[src/rtl/gpio_bank_pkg.sv]
package gpio_bank_pkg;

  // Word addresses of the bank
  typedef enum logic [3:0] {
    ADDR_PINLVL    = 4'd0,
    ADDR_OUTSET    = 4'd1,
    ADDR_OUTCLR    = 4'd2,
    ADDR_DIRSET    = 4'd3,
    ADDR_DIRCLR    = 4'd4,
    ADDR_PULLOFF   = 4'd5,
    ADDR_FSEL0     = 4'd6,
    ADDR_FSEL1     = 4'd7,
    ADDR_SLEEPKEEP = 4'd8
  } regAddr_e;

  // Read source chosen by the control
  typedef enum logic [2:0] {
    RD_PINLVL,
    RD_OUTDATA,
    RD_DIR,
    RD_PULLOFF,
    RD_FSEL0,
    RD_FSEL1,
    RD_SLEEPKEEP,
    RD_ZERO
  } rdSel_e;

  // Write strobes, at most one high per cycle
  typedef struct packed {
    logic outSet;
    logic outClr;
    logic dirSet;
    logic dirClr;
    logic pullOff;
    logic fsel0;
    logic fsel1;
    logic sleepKeep;
  } wrStrobes_t;

  typedef struct packed {
    wrStrobes_t wr;
    rdSel_e     rd;
  } ctrlBus_t;

endpackage

[src/rtl/gpio_bank_ctrl.sv]
module gpio_bank_ctrl
  import gpio_bank_pkg::*;
#(
  parameter int ADDR_W = 4
) (
  input  logic              clk,
  input  logic              rstN,
  input  logic [ADDR_W-1:0] busAddr,
  input  logic              busWe,
  output ctrlBus_t          ctl
);

  logic [3:0] addrLow;
  logic       addrInRange;

  generate
    if (ADDR_W > 4) begin : gWide
      assign addrLow     = busAddr[3:0];
      assign addrInRange = (busAddr[ADDR_W-1:4] == '0);
    end else begin : gNarrow
      assign addrLow     = 4'(busAddr);
      assign addrInRange = 1'b1;
    end
  endgenerate

  always_comb begin
    ctl = '0;
    ctl.rd = RD_ZERO;
    if (addrInRange) begin
      unique case (addrLow)
        ADDR_PINLVL:    ctl.rd = RD_PINLVL;
        ADDR_OUTSET:    begin ctl.rd = RD_OUTDATA;   ctl.wr.outSet    = busWe; end
        ADDR_OUTCLR:    begin ctl.rd = RD_OUTDATA;   ctl.wr.outClr    = busWe; end
        ADDR_DIRSET:    begin ctl.rd = RD_DIR;       ctl.wr.dirSet    = busWe; end
        ADDR_DIRCLR:    begin ctl.rd = RD_DIR;       ctl.wr.dirClr    = busWe; end
        ADDR_PULLOFF:   begin ctl.rd = RD_PULLOFF;   ctl.wr.pullOff   = busWe; end
        ADDR_FSEL0:     begin ctl.rd = RD_FSEL0;     ctl.wr.fsel0     = busWe; end
        ADDR_FSEL1:     begin ctl.rd = RD_FSEL1;     ctl.wr.fsel1     = busWe; end
        ADDR_SLEEPKEEP: begin ctl.rd = RD_SLEEPKEEP; ctl.wr.sleepKeep = busWe; end
        default:        ctl.rd = RD_ZERO;
      endcase
    end
  end

  // a single write never reaches two registers
  assert_one_write_R9: assert property (@(posedge clk) disable iff (!rstN)
    $onehot0(ctl.wr));

  // without a write enable no strobe is raised
  assert_no_write_idle_R9: assert property (@(posedge clk) disable iff (!rstN)
    !busWe |-> (ctl.wr == '0));

endmodule

[src/rtl/gpio_bank_dp.sv]
module gpio_bank_dp
  import gpio_bank_pkg::*;
#(
  parameter int NUM_PINS    = 32,
  parameter int SYNC_STAGES = 2
) (
  input  logic                  clk,
  input  logic                  rstN,
  input  ctrlBus_t              ctl,
  input  logic [NUM_PINS-1:0]   busWdata,
  output logic [NUM_PINS-1:0]   busRdata,
  input  logic [NUM_PINS-1:0]   pinIn,
  input  logic                  sleepReq,
  output logic [NUM_PINS-1:0]   padOut,
  output logic [NUM_PINS-1:0]   padOe,
  output logic [NUM_PINS-1:0]   padPullEn,
  output logic [NUM_PINS-1:0]   padPullUp,
  output logic [2*NUM_PINS-1:0] padFunc
);

  localparam int FUNC_W = 2;

  logic [NUM_PINS-1:0] dataReg, dirReg, pullOffReg, fsel0Reg, fsel1Reg, keepReg;
  logic [NUM_PINS-1:0] syncStage [SYNC_STAGES];
  logic [NUM_PINS-1:0] pinLevel;
  logic [NUM_PINS-1:0] activeMask;

  // Configuration registers
  always_ff @(posedge clk or negedge rstN) begin
    if (!rstN) begin
      dataReg    <= '0;
      dirReg     <= '0;
      pullOffReg <= '0;
      fsel0Reg   <= '0;
      fsel1Reg   <= '0;
      keepReg    <= '0;
    end else begin
      if (ctl.wr.outSet)    dataReg    <= dataReg | busWdata;
      if (ctl.wr.outClr)    dataReg    <= dataReg & ~busWdata;
      if (ctl.wr.dirSet)    dirReg     <= dirReg | busWdata;
      if (ctl.wr.dirClr)    dirReg     <= dirReg & ~busWdata;
      if (ctl.wr.pullOff)   pullOffReg <= busWdata;
      if (ctl.wr.fsel0)     fsel0Reg   <= busWdata;
      if (ctl.wr.fsel1)     fsel1Reg   <= busWdata;
      if (ctl.wr.sleepKeep) keepReg    <= busWdata;
    end
  end

  // Input synchronizer chain
  generate
    for (genvar s = 0; s < SYNC_STAGES; s++) begin : gSync
      always_ff @(posedge clk or negedge rstN) begin
        if (!rstN)       syncStage[s] <= '0;
        else if (s == 0) syncStage[s] <= pinIn;
        else             syncStage[s] <= syncStage[(s == 0) ? 0 : s-1];
      end
    end
  endgenerate
  assign pinLevel = syncStage[SYNC_STAGES-1];

  // Read mux
  always_comb begin
    unique case (ctl.rd)
      RD_PINLVL:    busRdata = pinLevel;
      RD_OUTDATA:   busRdata = dataReg;
      RD_DIR:       busRdata = dirReg;
      RD_PULLOFF:   busRdata = pullOffReg;
      RD_FSEL0:     busRdata = fsel0Reg;
      RD_FSEL1:     busRdata = fsel1Reg;
      RD_SLEEPKEEP: busRdata = keepReg;
      default:      busRdata = '0;
    endcase
  end

  // Pad view, with sleep gating
  assign activeMask = sleepReq ? keepReg : '1;
  assign padOut     = dataReg;
  assign padOe      = dirReg & activeMask;
  assign padPullEn  = ~pullOffReg;
  assign padPullUp  = dataReg;

  generate
    for (genvar p = 0; p < NUM_PINS; p++) begin : gFunc
      assign padFunc[FUNC_W*p +: FUNC_W] =
        activeMask[p] ? {fsel1Reg[p], fsel0Reg[p]} : 2'b00;
    end
  endgenerate

  // a set write adds exactly the written ones to the drive level
  assert_out_set_R2: assert property (@(posedge clk) disable iff (!rstN)
    ctl.wr.outSet |=> padOut == ($past(padOut) | $past(busWdata)));

  // a clear write removes exactly the written ones
  assert_out_clr_R2: assert property (@(posedge clk) disable iff (!rstN)
    ctl.wr.outClr |=> padOut == ($past(padOut) & ~$past(busWdata)));

  // without a data write the drive level holds
  assert_out_hold_R2: assert property (@(posedge clk) disable iff (!rstN)
    !(ctl.wr.outSet || ctl.wr.outClr) |=> $stable(padOut));

  // direction only moves on a direction write
  assert_dir_hold_R3: assert property (@(posedge clk) disable iff (!rstN)
    !(ctl.wr.dirSet || ctl.wr.dirClr) |=> $stable(dirReg));

  // a sleeping pin without its keep bit never drives
  assert_sleep_input_R7: assert property (@(posedge clk) disable iff (!rstN)
    sleepReq |-> ((padOe & ~keepReg) == '0));

endmodule

[src/rtl/gpio_bank.sv]
module gpio_bank
  import gpio_bank_pkg::*;
#(
  parameter int NUM_PINS = 32,
  parameter int ADDR_W   = 4
) (
  input  logic                  clk,
  input  logic                  rstN,
  input  logic [ADDR_W-1:0]     busAddr,
  input  logic [NUM_PINS-1:0]   busWdata,
  input  logic                  busWe,
  output logic [NUM_PINS-1:0]   busRdata,
  input  logic [NUM_PINS-1:0]   pinIn,
  input  logic                  sleepReq,
  output logic [NUM_PINS-1:0]   padOut,
  output logic [NUM_PINS-1:0]   padOe,
  output logic [NUM_PINS-1:0]   padPullEn,
  output logic [NUM_PINS-1:0]   padPullUp,
  output logic [2*NUM_PINS-1:0] padFunc
);

  ctrlBus_t ctl;

  gpio_bank_ctrl #(.ADDR_W(ADDR_W)) uCtrl (
    .clk     (clk),
    .rstN    (rstN),
    .busAddr (busAddr),
    .busWe   (busWe),
    .ctl     (ctl)
  );

  gpio_bank_dp #(.NUM_PINS(NUM_PINS), .SYNC_STAGES(2)) uDp (
    .clk       (clk),
    .rstN      (rstN),
    .ctl       (ctl),
    .busWdata  (busWdata),
    .busRdata  (busRdata),
    .pinIn     (pinIn),
    .sleepReq  (sleepReq),
    .padOut    (padOut),
    .padOe     (padOe),
    .padPullEn (padPullEn),
    .padPullUp (padPullUp),
    .padFunc   (padFunc)
  );

endmodule

[config.mk]
export PLATFORM = sky130hd
export DESIGN_NAME = gpio_bank
export DESIGN_NICKNAME = d
export VERILOG_FILES = /design/src/rtl/gpio_bank_pkg.sv /design/src/rtl/gpio_bank_ctrl.sv /design/src/rtl/gpio_bank_dp.sv /design/src/rtl/gpio_bank.sv
export SDC_FILE = /design/constraint.sdc
export NUM_CORES = 1
export LEC_CHECK = 0
export BUFFER_PORTS_ARGS = -buffer_cell sky130_fd_sc_hd__buf_2
export CAP_MARGIN = 20
export CORE_MARGIN = 2
export CORE_UTILIZATION = 48
export DETAILED_ROUTE_END_ITERATION = 6
export GPL_TIMING_DRIVEN = 0
export PLACE_DENSITY_LB_ADDON = 0.1
export SLEW_MARGIN = 40
export SYNTH_ARGS = -nofsm -noshare
export SYNTH_HDL_FRONTEND = slang
export SYNTH_SLANG_ARGS = --single-unit
[constraint.sdc]
create_clock -name clk -period 1.4 [get_ports clk]
set_input_delay 0.14 -clock clk [delete_from_list [all_inputs] [get_ports clk]]
set_output_delay 0.14 -clock clk [all_outputs]
set_load 0.01 [all_outputs]
* Yosys cells after proc, flatten, opt, wreduce, memory -nomap -nowiden
Cells that the tools add are included.
W data, S select, Z words.
** Storage, ports and cells
- Flip-flop bits (word level) :: 256
- Input port bits :: 72
- Output and inout bits :: 224
- Logic and storage cells :: 82
** Operators by class
- Eq/ne operators :: 14
- Multiplexer cells :: 47
- Bitwise operators :: 7
- Reductions and logical operators :: 6
** Operators with widths (count)
- $pmux W32 S7 :: 1
- $mux W32 :: 5
- $and A32 B32 Y32 :: 3
- $mux W2 :: 32
- $not A32 Y32 :: 2
- $or A32 B32 Y32 :: 2
- $pmux W3 S7 :: 1
- $eq A4 B3 Y1 const B :: 4
- $eq A3 B3 Y1 const B :: 3
- $eq A4 B2 Y1 const B :: 2
- $mux W1 :: 8
- $eq A3 B2 Y1 const B :: 2
- $eq A4 B1 Y1 const B :: 1
- $eq A4 B4 Y1 const B :: 1
- $logic_not A4 Y1 :: 1
- $reduce_bool A2 Y1 :: 2
- $reduce_or A2 Y1 :: 2
- $eq A3 B1 Y1 const B :: 1
- $logic_not A3 Y1 :: 1

* Longest topological paths before layout
- Depth in word-level cells :: 5
- Mapped depth :: 7

* Modules after synthesis
From an unflattened synthesis, not the netlist that was laid out.
** Second synthesis, totals
- Cells, all modules :: 1024
- Area total of the unflattened synthesis :: 11796.3 um^2
** By module, submodules not included
- gpio_bank_dp :: instances 1, cells each 1002, area an instance 11657.4 um^2, seq. area each 6406.1 um^2
- gpio_bank_ctrl :: instances 1, cells each 22, area an instance 138.9 um^2, seq. area each 0.0 um^2

* Least setup slack after synthesis
Ideal clock, no wire load.
- Path kind :: in2out
- Start :: in busAddr[3]
- End :: out busRdata[31]
- Data arrival time :: 1366 ps
- Data required time :: 1260 ps
- Setup slack :: -106 ps
- Cell stages on the path :: 6
- Buffers on the path :: 2
- Cell sequence :: buf_2 buf_2 mux2_2 a22oi_1 o21ai_0 a221o_1
** Between the ends
- Cells in the longest elaborated chain, start to end :: 5
- Elaborated cells between the ends (all ways) :: 20
** Ends and longest elaborated chain
- start, declared :: RTL line gpio_bank.sv:9 : input logic [ADDR_W-1:0] busAddr,
- $eq A4 B2 Y1 (tied with other cells) :: RTL line gpio_bank_ctrl.sv:30 : unique case (addrLow)
- $reduce_or A2 Y1 (no source line)
- $pmux W3 S7 * :: RTL line gpio_bank_ctrl.sv:30
- $eq A3 B3 Y1 (tied with other cells) :: RTL line gpio_bank_dp.sv:63 : unique case (ctl.rd)
- $pmux W32 S7 * :: RTL line gpio_bank_dp.sv:63
- end, declared :: RTL line gpio_bank.sv:12 : output logic [NUM_PINS-1:0] busRdata,
Every way passes the cells marked *; elsewhere a longest branch is shown, timed or not.

* Worst setup path in the final report
- Start :: reg uDp.keepReg[31]
- End :: out busRdata[31]
** Between the ends
- Cells in the longest elaborated chain, start to end :: 1
** Ends and longest elaborated chain
- start, declared :: RTL line gpio_bank_dp.sv:23 : logic [NUM_PINS-1:0] dataReg, dirReg, pullOffReg, fsel0Reg, fsel1Reg, keepReg;
- start signal, assigned :: RTL line gpio_bank_dp.sv:45 : if (ctl.wr.sleepKeep) keepReg <= busWdata;
- $pmux W32 S7 :: RTL line gpio_bank_dp.sv:63
Every way passes these cells.

==> results.txt <==
CP max FO: 2
gr ovfl total: 0
iteration count of the initial detailed-routing pass: 5
IO Pins: 296
Worst Setup Path Type: flip-flop to primary output
Setup WS post-layout: -0.619 ns
leakage: 0.00814 uW
FFs w/ async S/R, synth: 1.00
commonest non-fill, non-tap cell in the layout: dfrtp_1
Syn Area/Cell: 11.5 um^2
drt initial violations: 816
top cell type's share of synthesized area: 0.546
Sequential Area: 6410 um^2
clock slew at reported path FFs: 0.06 ns
initial antenna violation count: 1
Die Ht: 160 um
Netlist Area Pre-Place: 11,700 um^2
Fin Clk Skew: 0.00276 ns
largest net degree at the start of global routing: 70
setup TNS: -24.44 ns
Pwr Total: 26,700 uW
Setup crit start: uDp.keepReg[31]
Syn Nets: 1,090
area leader, netlist: dfrtp_1
HP Class: input pin to async pin
Die Area: 25,700 um^2
Area growth, synth to finish: 51.6%
Worst EP required: 1.26 ns
final WL: 43,000 um
# setup viols final: 128
maxcap violations: 0
crit share post-route: 1.44
Critical Path Sink Type: primary output
Clock Sinks: 256
number of enable flip-flop cells after synthesis: 0
Cell variety after synth: 41
via/cell ratio: 5.83
DRC: 0
Die X: 160 um
startpoint types: flip-flop
fin nets: 1,537
worst-skew pair later-pin latency: 0.55 ns
clk root buf: clkbuf_16
VDD IR-drop max: 1.38 mV
cells after synthesis: 1,018
TritonCTS clock tree: built
dpl cell area: 13,900 um^2
Worst-Margin Slew: 0.641 ns
layout cells sized above 1: 0.550
fillers: 1,666
synth top area cells: dfrtp_1, mux2_2, and2_1
Longest Clk Path Bufs: 3
dpl hpwl: 26,700 um
yosys warns: 0
Antenna Nets Post-Route: 0
PortBufs: 292
Arr. time, crit path: 1.88 ns
status: finished, violations left
Placer Congestion: 0.888
GRT Resource Usage Total: 0.324
failing checks: negative setup slack
footprint of the multi-input gates: 5500 um^2
worst r2r src: uDp.keepReg[31]
Max Clock Freq: 0.495 GHz
H-tree Lvls: 1
Design Area, Final: 17,800 um^2
dominant register cell in the synthesized netlist: dfrtp_1
RSZ-0062 raised after global routing: yes
Power Density: 1500 nW/um^2
cts bufs inserted: 29
WL per Instance: 23.8 um
Synth Register Bits: 256
max-slew violation count: 0
vias in the first global route: 10.6k
via count: 10.6k
Final min period: 2.02 ns
placed cell count: 1,637
most frequent cells in the layout: dfrtp_1, buf_2, buf_6
core area: 24,200 um^2
Initial Util: 0.485
first-pass GRT wire length: 63,300 um
normalized max-slew margin: 0.573
final non-filler cell total: 1,811
endpoints failing hold: 0
row cnt: 57
Seq/Total Area, Yosys: 0.546
==> per-stage QoR <==
stage          utilization  hold WS [ns]  setup WS, ns
2_1_floorplan            -        -0.156       -0.0250
3_3_place_gp         0.569         0.248         -4.49
4_1_cts              0.707        0.0969        -0.600
6_report             0.736        0.0877        -0.619
3_5_place_dp         0.573         0.124        -0.807
5_1_grt              0.736         0.129        -0.663
==> report_power, final <==
| group | leakage (uW) | switching [uW] | internal, uW |
|---|---|---|---|
| Sequential | 0.00302 | 1140 | 8810 |
| Combinational | 0.00463 | 3830 | 5110 |
| Clock | 0.000480 | 3090 | 4710 |
| Total | 0.00814 | 8060 | 18600 |
==> final cells by class <==
class / count / share of cell area
Sequential cell: 256 / 0.361
Tap cell: 324 / 0.0228
Clock buffer: 41 / 0.0473
Clock inverter: 11 / 0.00781
Timing Repair Buffer: 443 / 0.211
Multi-Input combinational cell: 625 / 0.309
Buffer: 77 / 0.0344
Inverter: 33 / 0.00725
Antenna cell: 1 / 0.000141
==> what timing repair did <==
| action | CTS | global route |
|---|---|---|
| setup endpoints to repair | 137 | 190 |
| buffers inserted | 45 | 42 |
| hold buffers | 65 | 0 |
| hold endpoints to repair | 323 | 0 |
| pin swaps | 120 | 17 |
| gates resized for setup | 296 | 124 |
| gates cloned | 0 | 1 |
==> Yosys cell counts (2+ instances only) <==
master,count
a21oi_1,96
a221o_1,4
a22o_1,34
a22oi_1,76
a31oi_1,33
a32oi_1,12
and2_1,99
and3_1,3
and3b_1,2
buf_2,28
buf_4,45
buf_6,9
clkbuf_1,18
clkbuf_2,3
dfrtp_1,256
inv_1,32
mux2_1,11
mux2_2,93
nand2_1,36
nand2_2,2
nand2b_1,33
nor2_1,6
nor2_2,3
nor2b_1,3
nor3_2,3
nor3_4,3
o21ai_0,31
o21ai_1,4
o221ai_1,28
==> per-layer routing <==
layer / global-route usage / vias to the layer above / wire length, um
li1: - / 4574 / -
met1: 0.446 / 5342 / 17800
met2: 0.515 / 553 / 20500
met3: 0.0659 / 90 / 3510
met4: 0.113 / 0 / 1210
met5: 0 / - / 0
==> final timing paths <==
path | to | slack [ns] | cells after the start
setup / recovery | busRdata[31] | -0.62 | 5
hold / removal | uDp.fsel1Reg[29] | 0.09 | 2
max in group asynchronous | async pin | 0.29 | 4
setup reg to reg | uDp.keepReg[31] | 0.39 | 3
min in group clk | flip-flop | 0.10 | 4
hold reg to reg | uDp.pinLevel[6] | 0.35 | 0
==> worst max-delay path: stages, from the launching register on <==
cell,delay (ns)
dfrtp_1,0.39
mux2_4,0.27
a22oi_2,0.11
o21ai_1,0.09
a221o_1,0.32
buf_2,0.16
==> kinds of logic after synthesis <==
family                 Yosys count  share of synthesized area
AND/OR/NAND/NOR                198                      0.101
buffers and inverters          137                     0.0673
XOR/XNOR                         1                    0.00139
AO/OA/AOI/OAI                  321                      0.183
flip-flops                     256                      0.546
multiplexers                   105                      0.101
Power figures use the tool's default switching activity.
